### src/rtl/swap_pkg.sv
package swap_pkg;
  localparam int NREG  = 3;
  localparam int SEL_W = $clog2(NREG + 1);

  typedef enum logic [1:0] {
    ST_IDLE = 2'd0,
    ST_MV1  = 2'd1,
    ST_MV2  = 2'd2,
    ST_MV3  = 2'd3
  } swap_state_e;
endpackage

### src/rtl/swap_ctrl.sv
module swap_ctrl
  import swap_pkg::*;
(
  input  logic             clk,
  input  logic             rst_n,
  input  logic             start,
  input  logic             ext_valid,
  input  logic [SEL_W-1:0] ext_sel,
  output logic             idle,
  output logic [NREG-1:0]  drv,
  output logic [NREG-1:0]  ld,
  output logic             done
);
  swap_state_e state_q, state_d;
  logic [NREG-1:0] ext_ld;

  always_comb begin
    state_d = state_q;
    unique case (state_q)
      ST_IDLE: if (start) state_d = ST_MV1;
      ST_MV1:  state_d = ST_MV2;
      ST_MV2:  state_d = ST_MV3;
      ST_MV3:  state_d = ST_IDLE;
      default: state_d = ST_IDLE;
    endcase
  end

  always_ff @(posedge clk) begin
    if (!rst_n) state_q <= ST_IDLE;
    else        state_q <= state_d;
  end

  // one-hot decode of the external load target; codes past NREG select none
  always_comb begin
    ext_ld = '0;
    for (int i = 0; i < NREG; i++)
      if (ext_sel == SEL_W'(i)) ext_ld[i] = 1'b1;
  end

  always_comb begin
    idle = 1'b0;
    drv  = '0;
    ld   = '0;
    done = 1'b0;
    unique case (state_q)
      ST_IDLE: begin
        idle = 1'b1;
        if (ext_valid) ld = ext_ld;
      end
      ST_MV1: begin drv = 3'b010; ld = 3'b100; end
      ST_MV2: begin drv = 3'b001; ld = 3'b010; end
      ST_MV3: begin drv = 3'b100; ld = 3'b001; done = 1'b1; end
      default: idle = 1'b1;
    endcase
  end
endmodule

### src/rtl/swap_bus_mux.sv
module swap_bus_mux
  import swap_pkg::*;
#(
  parameter int N = 8
) (
  input  logic [NREG-1:0]         drv,
  input  logic [NREG-1:0][N-1:0]  regs,
  input  logic [N-1:0]            ext_data,
  output logic [N-1:0]            bus
);
  logic [NREG:0][N-1:0] term;

  assign term[NREG] = (drv == '0) ? ext_data : '0;

  for (genvar i = 0; i < NREG; i++) begin : g_term
    assign term[i] = drv[i] ? regs[i] : '0;
  end

  always_comb begin
    bus = '0;
    for (int i = 0; i <= NREG; i++) bus = bus | term[i];
  end
endmodule

### src/rtl/swap_regfile.sv
module swap_regfile
  import swap_pkg::*;
#(
  parameter int N = 8
) (
  input  logic                    clk,
  input  logic                    rst_n,
  input  logic [NREG-1:0]         ld,
  input  logic [N-1:0]            bus,
  output logic [NREG-1:0][N-1:0]  regs
);
  for (genvar i = 0; i < NREG; i++) begin : g_reg
    always_ff @(posedge clk) begin
      if (!rst_n)     regs[i] <= '0;
      else if (ld[i]) regs[i] <= bus;
    end
  end
endmodule

### src/rtl/swap_seq.sv
module swap_seq
  import swap_pkg::*;
#(
  parameter int N = 8
) (
  input  logic             clk,
  input  logic             rst_n,
  input  logic             start,
  input  logic             ext_valid,
  output logic             ext_ready,
  input  logic [1:0]       ext_sel,
  input  logic [N-1:0]     ext_data,
  output logic [2:0]       drv_en,
  output logic [2:0]       ld_en,
  output logic             done,
  output logic [N-1:0]     bus_q,
  output logic [N-1:0]     reg1_q,
  output logic [N-1:0]     reg2_q,
  output logic [N-1:0]     reg3_q
);
  logic                   idle;
  logic [NREG-1:0]        drv, ld;
  logic [NREG-1:0][N-1:0] regs;
  logic [N-1:0]           bus;

  swap_ctrl u_ctrl (
    .clk(clk), .rst_n(rst_n), .start(start),
    .ext_valid(ext_valid), .ext_sel(ext_sel),
    .idle(idle), .drv(drv), .ld(ld), .done(done)
  );

  swap_bus_mux #(.N(N)) u_mux (
    .drv(drv), .regs(regs), .ext_data(ext_data), .bus(bus)
  );

  swap_regfile #(.N(N)) u_regs (
    .clk(clk), .rst_n(rst_n), .ld(ld), .bus(bus), .regs(regs)
  );

  assign ext_ready = idle;
  assign drv_en    = drv;
  assign ld_en     = ld;
  assign bus_q     = bus;
  assign reg1_q    = regs[0];
  assign reg2_q    = regs[1];
  assign reg3_q    = regs[2];
endmodule

### config.mk
export PLATFORM = sky130hd
export DESIGN_NAME = swap_seq
export DESIGN_NICKNAME = d
export VERILOG_FILES = /design/src/rtl/swap_pkg.sv /design/src/rtl/swap_ctrl.sv /design/src/rtl/swap_bus_mux.sv /design/src/rtl/swap_regfile.sv /design/src/rtl/swap_seq.sv
export SDC_FILE = /design/constraint.sdc
export NUM_CORES = 1
export LEC_CHECK = 0
export BUFFER_PORTS_ARGS = -buffer_cell sky130_fd_sc_hd__buf_2
export CORE_MARGIN = 3
export CORE_UTILIZATION = 51
export DETAILED_ROUTE_END_ITERATION = 12
export MAX_ROUTING_LAYER = met4
export PLACE_DENSITY = 0.83
export SLEW_MARGIN = 20
export SYNTH_ARGS = -nofsm -noshare
export SYNTH_HDL_FRONTEND = slang
export SYNTH_SLANG_ARGS = --single-unit
### constraint.sdc
create_clock -name clk -period 3.32 [get_ports clk]
set_input_delay 0.498 -clock clk [delete_from_list [all_inputs] [get_ports clk]]
set_output_delay 0.498 -clock clk [all_outputs]
set_load 0.02 [all_outputs]
### Word-level counts from Yosys, hierarchy flattened

Index checks and enable logic that the tools add are counted.

| word-level totals | value |
|---|---|
| flip-flop bits (word level) | 26 |
| latch bits | 0 |
| RAM bits | 0 |
| logic and storage cells | 30 |
| memory bits (read-only) | 0 |
| memories | 0 |

| operators by class | value |
|---|---|
| bitwise operators | 3 |
| reductions and logical operators | 3 |
| multiplexer cells | 14 |
| div/mod/pow operators | 0 |
| equality and inequality tests | 6 |
| $add $sub $neg | 0 |
| multipliers | 0 |
| $lt $le $gt $ge | 0 |
| shifts and indexed selects | 0 |

Operators by type and width:

| cell | number |
|---|---|
| 2-to-1 mux 8 bit | 4 |
| OR 8 bit | 3 |
| case mux 3 bit (4 select lines) | 1 |
| case mux 3 bit (3 select lines) | 1 |
| case mux 2 bit (4 select lines) | 1 |
| equality test 2 bit, second input constant | 3 |
| 2-to-1 mux 1 bit | 5 |
| equality test 2 x 1 -> 1 bit, second input constant | 2 |
| logical NOT 2 bit | 2 |
| logical NOT 3 bit | 1 |
| 2-to-1 mux 3 bit | 1 |
| 2-to-1 mux 2 bit | 1 |
| != test 2 bit, second input constant | 1 |

### Longest topological paths before layout

Gate-level depths: netlist (run 1).

| logic depth | value |
|---|---|
| depth in word-level cells | 6 |
| depth in mapped cells | 8 |
| mapped depth without buffers | 5 |

### Cells and area by module

From an unflattened synthesis (run 1), not the netlist that was laid out.

| second synthesis, totals | value |
|---|---|
| cell total of the unflattened synthesis | 131 |
| area, all modules | 1,333.8 sq um |

Modules (own cells, without submodules):

| module | area an instance (sq um) | times used | cells each | sequential area each (sq um) |
|---|---|---|---|---|
| swap_regfile | 914.6 | 1 | 77 | 480.5 |
| swap_ctrl | 224.0 | 1 | 25 | 40.0 |
| swap_bus_mux | 195.2 | 1 | 29 | 0.0 |

### Worst setup path after synthesis (run 1)

Ideal clock, no wire load.

| timing path | value |
|---|---|
| kind | register -> output |
| start | register u_ctrl.state_q[0] |
| end | output port bus_q[0] |
| data arrival time | 1.673 ns |
| slack | 1.149 ns |
| cell stages (with the launch flop) | 7 |
| required time | 2.822 ns |
| buffers on the path | 1 |
| cells stage by stage | dfxtp_1 -> inv_1 -> ha_1 -> clkbuf_1 -> a22o_1 -> a221oi_2 -> inv_1 |

| on the way | value |
|---|---|
| word-level cells in the longest chain between the ends | 6 |

RTL lines:

| what | line | RTL |
|---|---|---|
| start: declaration | swap_ctrl.sv:14 | `swap_state_e state_q, state_d;` |
| start signal: assignment | swap_ctrl.sv:30 | `else state_q <= state_d;` |
| equality test 2 bit or equality test 2 x 1 -> 1 bit (tied branches) | swap_ctrl.sv:45 | `unique case (state_q)` |
| case mux 3 bit (3 select lines) * | swap_ctrl.sv:45 |  |
| via drv_en[0] | swap_seq.sv:13 | `output logic [2:0] drv_en,` |
| 2-to-1 mux 8 bit | swap_bus_mux.sv:16 | `assign term[i] = drv[i] ? regs[i] : '0;` |
| OR 8 bit (2 in series) | swap_bus_mux.sv:21 | `for (int i = 0; i <= NREG; i++) bus = bus \| term[i];` |
| OR 8 bit * | swap_bus_mux.sv:21 |  |
| end: declaration | swap_seq.sv:16 | `output logic [N-1:0] bus_q,` |

The timed path passes the listed nets; every way through them passes the cells marked *.

### Worst setup path in the final report (run 1)

| timing path | value |
|---|---|
| start | register u_ctrl.state_q[0] |
| end | output port ld_en[1] |

| on the way | value |
|---|---|
| word-level cells in the longest chain between the ends | 2 |

RTL lines:

| what | line | RTL |
|---|---|---|
| equality test 2 bit, or another cell as far along | swap_ctrl.sv:45 |  |
| case mux 3 bit (4 select lines) * | swap_ctrl.sv:45 |  |
| end: declaration | swap_seq.sv:14 | `output logic [2:0] ld_en,` |

Every way passes the cells marked *; elsewhere a longest branch is shown, timed or not.

==> impl_results.rst, run 1 <==
.. list-table::
   :header-rows: 1

   * - Metric
     - Value
   * - Run status
     - completed
   * - Worst EP required
     - 2.82 ns
   * - Largest delay share family, worst path
     - buffers and inverters
   * - Antenna violations before repair
     - 0
   * - Biggest fanout along the worst timing path
     - 14
   * - Hold Path Class
     - input pin to flip-flop
   * - Number of hold buffers added after CTS
     - 0
   * - Final Total Pwr
     - between 1.5 and 2 mW
   * - Ant diodes
     - 0
   * - Number of nets in the layout
     - 208
   * - Clock buffer depth
     - 2
   * - Layout overhead on the synthesized area
     - 22.6%
   * - Final hold vios
     - 0
   * - Arrival @ worst endpoint
     - approximately 2.4 ns
   * - Switching portion of total power
     - 48.6%
   * - Mapped cell area
     - roughly 1400 sq um
   * - Async set or reset register ratio after synthesis
     - 0%
   * - Final worst-path cycle share
     - 86.0%
   * - CP bufs+invs
     - 4
   * - Top_reg_cell synth
     - sky130_fd_sc_hd__dfxtp_1
   * - Mean routed wirelength per cell
     - 18.3 microns
   * - Post-route design area
     - 1680 sq um
   * - Combinational power share
     - a little under three fifths
   * - Yosys cell types
     - 21
   * - Final ANT Viol Nets
     - 0
   * - Starting density of the core
     - between 50% and 60%
   * - Endpoint, Worst Hold
     - u_regs.regs[21]
   * - Total grt overflow
     - 0
   * - Worst skew pair latency
     - roughly 0.33 ns
   * - Longest individual stage delay on the worst path
     - between 0.4 and 0.5 ns
   * - CTS clock-pin slew for the worst setup and hold paths
     - 0.15 ns
   * - Worst Reg-to-Reg Cells
     - 7
   * - Drt first pass iters
     - 7
   * - Boundary Pins
     - 54
   * - Finished Core Util
     - 66.7%
   * - Beginning of the worst register-to-register path
     - u_ctrl.state_q[0]
   * - MaxCap Viol Count
     - 0
   * - Number of buffers created by CTS
     - 3
   * - Slew @ Worst Pin
     - 0.569 ns
   * - Routed wire length
     - between 3 and 4 mm
   * - Clock Skews
     - about 0.010 ns
   * - Sequential share of power
     - between 30% and 40%
   * - Total power density per cell area
     - 976 nW/um^2
   * - Worst IR Drop VDD
     - 628 uV
   * - # fillers
     - 216
   * - Crit-path slowest cell
     - sky130_fd_sc_hd__dfxtp_1
   * - Clock sink total
     - 26
   * - Sequence of cells on the critical path
     - inv_1 -> ha_1 -> buf_4 -> nor2b_1 -> buf_4 -> or2_0 -> buf_2
   * - Worst setup SP type
     - flip-flop
   * - Final-report max-slew violation count
     - 0
   * - Share of the yosys chip area belonging to registers
     - 38.0%
   * - Final-layout setup total negative slack
     - 0 ns
   * - DRC marker count from the first detailed-route iteration
     - 72
   * - CP dominant cell by count
     - sky130_fd_sc_hd__buf_4
   * - Worst max-slew margin expressed relative to the limit
     - between 60% and 70%
   * - Die Width
     - 57.9 microns
   * - Cell leakage power
     - slightly below 0.9 nW
   * - Switching power
     - approximately 800 uW
   * - Internal power summed over all cells
     - between 800 and 900 uW
   * - Number of enable-type register cells in the synthesized netlist
     - 0
   * - Internal reg-to-reg setup slack
     - about 1.3 ns
   * - Number of port buffers
     - 53
   * - Time the final worst path needs with I/O delays and setup
     - 2.85 ns
   * - Setup repair after global routing missed its margin
     - no
   * - Placed wire-length estimate after detailed placement
     - 2.87 mm
   * - Share of post-route cells with drive strength above 1
     - between 40% and 50%
   * - Buffers inserted during post-CTS setup optimization
     - 0
   * - Largest net degree at the start of global routing
     - 27
   * - Endpoint of the worst register-to-register path
     - u_regs.regs[22]
   * - Overall routing resource usage
     - 24.8%
   * - DRC violation count after routing
     - 0
   * - Global-route wire length before repair
     - 6.18 mm
   * - Via count
     - 1296
   * - Hold path depth
     - 3
   * - Synth Warn #
     - 0
   * - Number of gates resized after cts
     - 0
   * - Number of global-route vias before repair
     - about 1200
   * - Origin of the worst setup path
     - u_ctrl.state_q[0]
   * - Clock tree from TritonCTS
     - done
   * - Post-synthesis net count
     - 161
   * - Number of levels in the clock H-tree
     - 1
   * - Mean number of vias per cell
     - 6.03
   * - Mean Syn Cell Area
     - 9.87 sq um
   * - Part of the total power dissipated in the clock network
     - between 10% and 20%
   * - Crit path capture type
     - output pin
   * - Number of synthesized register bits
     - 26
   * - Number of rows created at floorplan
     - 18
   * - Setup Viol. Count Final
     - 0
   * - Die area
     - 3350 sq um
   * - Clock Root Buffer
     - sky130_fd_sc_hd__clkbuf_4
   * - Category of the critical setup timing path
     - flip-flop to output pin
   * - Mapped Cells
     - 139
   * - Max Clk Rate
     - 0.350 GHz
   * - Placed standard-cell area
     - about 1600 sq um
   * - Area inside the core boundary
     - 2520 sq um
   * - Critical hold path startpoint
     - ext_data[5]
   * - Final Wtd Congestion
     - 0.844
   * - Vertical die dimension
     - 57.9 microns
## worst min-delay path: stages
cell and delay (ns):
sky130_fd_sc_hd__buf_2 0.09, sky130_fd_sc_hd__a221oi_2 0.09, sky130_fd_sc_hd__a21oi_2 0.10
## cells in the final DEF, fill, tap and decap left out
master	netlist	layout
sky130_fd_sc_hd__nand2b_1	1	1
sky130_fd_sc_hd__nor4bb_1	1	1
sky130_fd_sc_hd__nor2b_2	1	1
sky130_fd_sc_hd__nand2_1	1	1
sky130_fd_sc_hd__a221oi_2	8	8
sky130_fd_sc_hd__mux2i_1	1	1
sky130_fd_sc_hd__buf_2	6	53
sky130_fd_sc_hd__nor2_1	1	1
sky130_fd_sc_hd__and4b_1	2	2
sky130_fd_sc_hd__o211a_1	1	1
sky130_fd_sc_hd__clkbuf_4	0	3
sky130_fd_sc_hd__nor2b_1	3	3
sky130_fd_sc_hd__buf_4	0	5
sky130_fd_sc_hd__dfxtp_1	26	26
sky130_fd_sc_hd__a22o_1	8	8
sky130_fd_sc_hd__or2_0	3	3
sky130_fd_sc_hd__inv_1	10	10
sky130_fd_sc_hd__o31ai_1	24	24
sky130_fd_sc_hd__ha_1	8	8
sky130_fd_sc_hd__a21oi_2	8	8
sky130_fd_sc_hd__bufinv_16	0	1
sky130_fd_sc_hd__a21oi_1	16	16
## cell usage after synthesis, types with 2 or more instances
cell                       number  share of area [%]
sky130_fd_sc_hd__ha_1           8                7.3
sky130_fd_sc_hd__inv_1         10                2.7
sky130_fd_sc_hd__and4b_1        2                1.5
sky130_fd_sc_hd__or2_0          3                1.4
sky130_fd_sc_hd__o31ai_1       24                 13
sky130_fd_sc_hd__dfxtp_1       26                 38
sky130_fd_sc_hd__nor2b_1        3                1.4
sky130_fd_sc_hd__a21oi_1       16                5.8
sky130_fd_sc_hd__a221oi_2       8                8.8
sky130_fd_sc_hd__buf_6          2                1.6
sky130_fd_sc_hd__clkbuf_1       8                2.2
sky130_fd_sc_hd__a21oi_2        8                5.1
sky130_fd_sc_hd__buf_2          6                2.2
sky130_fd_sc_hd__a22o_1         8                5.1
## area by class of cell
type                       instances  area [sq um]  share of cell area (%)
clock buffer                       3          22.5                    1.34
clock inverter                     1          30.0                    1.79
inverter                          10          37.5                    2.23
multi-input combinational         87           731                    43.5
sequential                        26           520                    31.0
tap                               30          37.5                    2.23
timing repair buffer              58           303                    18.0
## metal layers
metal  vias to the layer above  routed length [microns]  track usage [%]
met5                         -                        0                -
met4                         0                       20             8.28
met3                         2                      362             5.57
met2                        72                     1940             38.7
met1                       613                     1610             31.7
li1                        609                        -                -
## how the worst max path moves through the flow
stage	cells after the start	endpoint	slack, ns
final	7	ld_en[1]	0.47
after global routing	7	ld_en[1]	0.28
after CTS	7	ld_en[0]	0.49
after detailed placement	7	ld_en[0]	0.87
after global placement	7	ld_en[1]	0.97
after floorplan	6	bus_q[0]	1.15
## flip-flops by register name, indices dropped and copies added, names as in the netlist
| signal | count |
|---|---|
| u_regs.regs | 24 |
| u_ctrl.state_q | 2 |
## cell families after synthesis
| family | Yosys count | synth area share (%) |
|---|---|---|
| compound gates | 65 | 38.7 |
| fa+ha+maj | 8 | 7.30 |
| buf+inv | 26 | 8.76 |
| flops | 26 | 38.0 |
| mux | 1 | 0.730 |
| simple gates | 13 | 6.57 |
## power groups by stage
stage,registers (mW),logic (mW),clock network [mW]
global placement,0.492,0.888,0
detailed placement,0.502,0.913,0
CTS,0.494,0.917,0.224
floorplan,0.581,0.572,0
finish,0.498,0.924,0.220
global route,0.508,0.987,0.235
## through the flow
stage	worst slack, ns	instances	hold slack (ns)
after floorplan	1.15	139	0.557
after CTS	0.486	215	0.468
after global placement	0.969	211	0.554
after global routing	0.284	215	0.465
final	0.465	215	0.482
after detailed placement	0.875	211	0.548
Note: power is estimated with default switching activity, not from simulation.
==> run 2: changes to the inputs <==
Clock period 3.32 ns to 3.43 ns, I/O delays scaled along.
==> impl_results.rst, run 2 (synthesis gave the netlist of run 1 again) <==
.. list-table::
   :header-rows: 1

   * - Metric
     - Value
   * - Number of placed cells counting well taps
     - 210 (-0.47%)
   * - Mean routed wirelength per cell
     - 17.9 microns (-2.2%)
   * - Sequence of cells on the critical path
     - inv_1 -> ha_1 -> and4b_1 -> or2_0 -> buf_2
   * - Number of rows created at floorplan
     - 18 (unchanged)
   * - Critical hold path startpoint
     - ext_data[6]
   * - Crit path capture type
     - output pin
   * - Clock tree from TritonCTS
     - done
   * - Area inside the core boundary
     - 2520 sq um (unchanged)
   * - Arrival @ worst endpoint
     - 2.70 ns (+0.34 ns)
   * - Placed standard-cell area
     - 1620 sq um (-0.46%)
   * - Setup repair after global routing missed its margin
     - no
   * - Antenna violations before repair
     - 0 (unchanged)
   * - Slew @ Worst Pin
     - 0.679 ns (+0.110 ns)
   * - Final-layout setup total negative slack
     - 0 ns (unchanged)
   * - Origin of the worst setup path
     - u_ctrl.state_q[0]
   * - Die Width
     - 57.9 microns (unchanged)
   * - Global-route wire length before repair
     - 5.98 mm (-3.1%)
   * - Number of nets in the layout
     - 207 (-0.48%)
   * - Ant diodes
     - 0 (unchanged)
   * - Via count
     - 1292 (-0.31%)
   * - Top register by number of flip-flops
     - u_regs.regs
   * - Total grt overflow
     - 0 (unchanged)
   * - Largest net degree at the start of global routing
     - 27 (unchanged)
   * - Number of buffers created by CTS
     - 3 (unchanged)
   * - CTS clock-pin slew for the worst setup and hold paths
     - 0.15 ns (about the same)
   * - Placed wire-length estimate after detailed placement
     - 2.85 mm (-0.80%)
   * - Worst skew pair latency
     - 0.33 ns (about the same)
   * - Time the final worst path needs with I/O delays and setup
     - 3.21 ns
   * - Buffers inserted during post-CTS setup optimization
     - 0 (unchanged)
   * - Die area
     - 3350 sq um (unchanged)
   * - MaxCap Viol Count
     - 0 (unchanged)
   * - Boundary Pins
     - 54 (unchanged)
   * - Beginning of the worst register-to-register path
     - u_ctrl.state_q[0]
   * - Routed wire length
     - 3.83 mm (-2.7%)
   * - Longest individual stage delay on the worst path
     - 0.62 ns (+0.17 ns)
   * - Number of hold buffers added after CTS
     - 0 (unchanged)
   * - Clock Root Buffer
     - sky130_fd_sc_hd__clkbuf_4
   * - Share of post-route cells with drive strength above 1
     - 42.4% (-0.31 points)
   * - DRC violation count after routing
     - 0 (unchanged)
   * - Final-report max-slew violation count
     - 0 (unchanged)
   * - Worst EP required
     - 2.92 ns (+0.10 ns)
   * - Mean number of vias per cell
     - 6.04 (+0.16%)
   * - Starting density of the core
     - 54.4% (unchanged)
   * - Layout overhead on the synthesized area
     - 22.1%
   * - Number of gates resized after cts
     - 0 (unchanged)
   * - DRC marker count from the first detailed-route iteration
     - 62 (-14%)
   * - Biggest fanout along the worst timing path
     - 15 (+1)
   * - Number of port buffers
     - 53 (unchanged)
   * - Hold Path Class
     - input pin to flip-flop
   * - Final ANT Viol Nets
     - 0 (unchanged)
   * - Cell leakage power
     - 0.882 nW (-0.52%)
   * - Clock Skews
     - 0.00826 ns (-0.00198 ns)
   * - Drt first pass iters
     - 4 (-3)
   * - Crit-path slowest cell
     - sky130_fd_sc_hd__ha_1
   * - Setup Viol. Count Final
     - 0 (unchanged)
   * - Largest delay share family, worst path
     - simple AND/OR/NAND/NOR gates
   * - CP bufs+invs
     - 2 (-2)
   * - Post-route design area
     - 1670 sq um (-0.45%)
   * - Vertical die dimension
     - 57.9 microns (unchanged)
   * - Run status
     - completed
   * - # fillers
     - 230 (+6.5%)
   * - Category of the critical setup timing path
     - flip-flop to output pin
   * - Overall routing resource usage
     - 23.9% (-0.91 points)
   * - Final worst-path cycle share
     - 93.7%
   * - Worst max-slew margin expressed relative to the limit
     - 54.7% (-7.3 points)
   * - Non-Filler Instances
     - 214 (-0.47%)
   * - Area of all sequential standard cells
     - 520 sq um (unchanged)
   * - Total power density per cell area
     - 941 nW/um^2 (-3.6%)
   * - Final hold vios
     - 0 (unchanged)
   * - Most common cell after layout, fill and taps aside
     - sky130_fd_sc_hd__buf_2
   * - Highest-count cells in the layout ignoring fill and taps
     - 53 x sky130_fd_sc_hd__buf_2, 26 x sky130_fd_sc_hd__dfxtp_1, 24 x sky130_fd_sc_hd__o31ai_1
   * - Worst setup SP type
     - flip-flop
   * - Number of levels in the clock H-tree
     - 1 (unchanged)
   * - Number of global-route vias before repair
     - 1226 (-0.41%)
   * - Clock sink total
     - 26 (unchanged)
   * - Clock buffer depth
     - 2 (unchanged)
   * - Regs by FF count
     - u_regs.regs (24), u_ctrl.state_q (2)
   * - Area taken by multi-input logic gates
     - 731 sq um (unchanged)
   * - Max Clk Rate
     - a little over 0.3 GHz
   * - Worst IR Drop VDD
     - 635 uV (+1.2%)
   * - Final Wtd Congestion
     - 0.845 (+0.14%)
   * - Flip-flop count of the largest register, all copies and words added
     - 24 (unchanged)
run 2: per-layer routing:
layer	wire, microns	share of wire (%)	global-route usage, %	up-vias
li1	-	-	-	614
met1	1540	40	29.5	607
met2	1910	50	38.2	59
met3	313	8.2	6.01	12
met4	69	1.8	7.62	0
met5	0	0	-	-
run 2: final cells by class:
class	instances	area share (%)
clock inverters	1	1.79
flip-flops and latches	26	31.1
well taps	30	2.24
repair buffers	57	17.6
clock buffers	3	1.35
multi-input cells	87	43.6
inverters	10	2.24
run 2: final timing paths:
path,endpoint,depth (start not counted),slack [ns]
hold reg to reg,u_regs.regs[14],2,0.60
setup reg to reg,u_regs.regs[10],5,1.04
setup / recovery,ld_en[1],5,0.22
hold / removal,u_regs.regs[22],3,0.48
run 2: worst min-delay path, cell delays in order:
cell and delay (ns):
sky130_fd_sc_hd__buf_2 0.08, sky130_fd_sc_hd__a221oi_2 0.09, sky130_fd_sc_hd__a21oi_2 0.10
run 2: through the flow:
stage	hold WS, ns	worst slack (ns)	power, mW	utilization (%)
floorplan	0.557	1.24	1.12	-
global placement	0.559	0.779	1.32	64.3
detailed placement	0.562	0.628	1.36	64.3
CTS	0.481	0.260	1.57	66.4
global route	0.484	0.0912	1.67	66.4
finish	0.477	0.216	1.58	66.4
run 2: where the power goes:
group / total [mW] / leakage (nW) / internal (mW) / switching (mW)
logic: 0.880 / 0.641 / 0.301 / 0.578
registers: 0.483 / 0.213 / 0.391 / 0.0922
clock network: 0.214 / 0.0279 / 0.118 / 0.0955
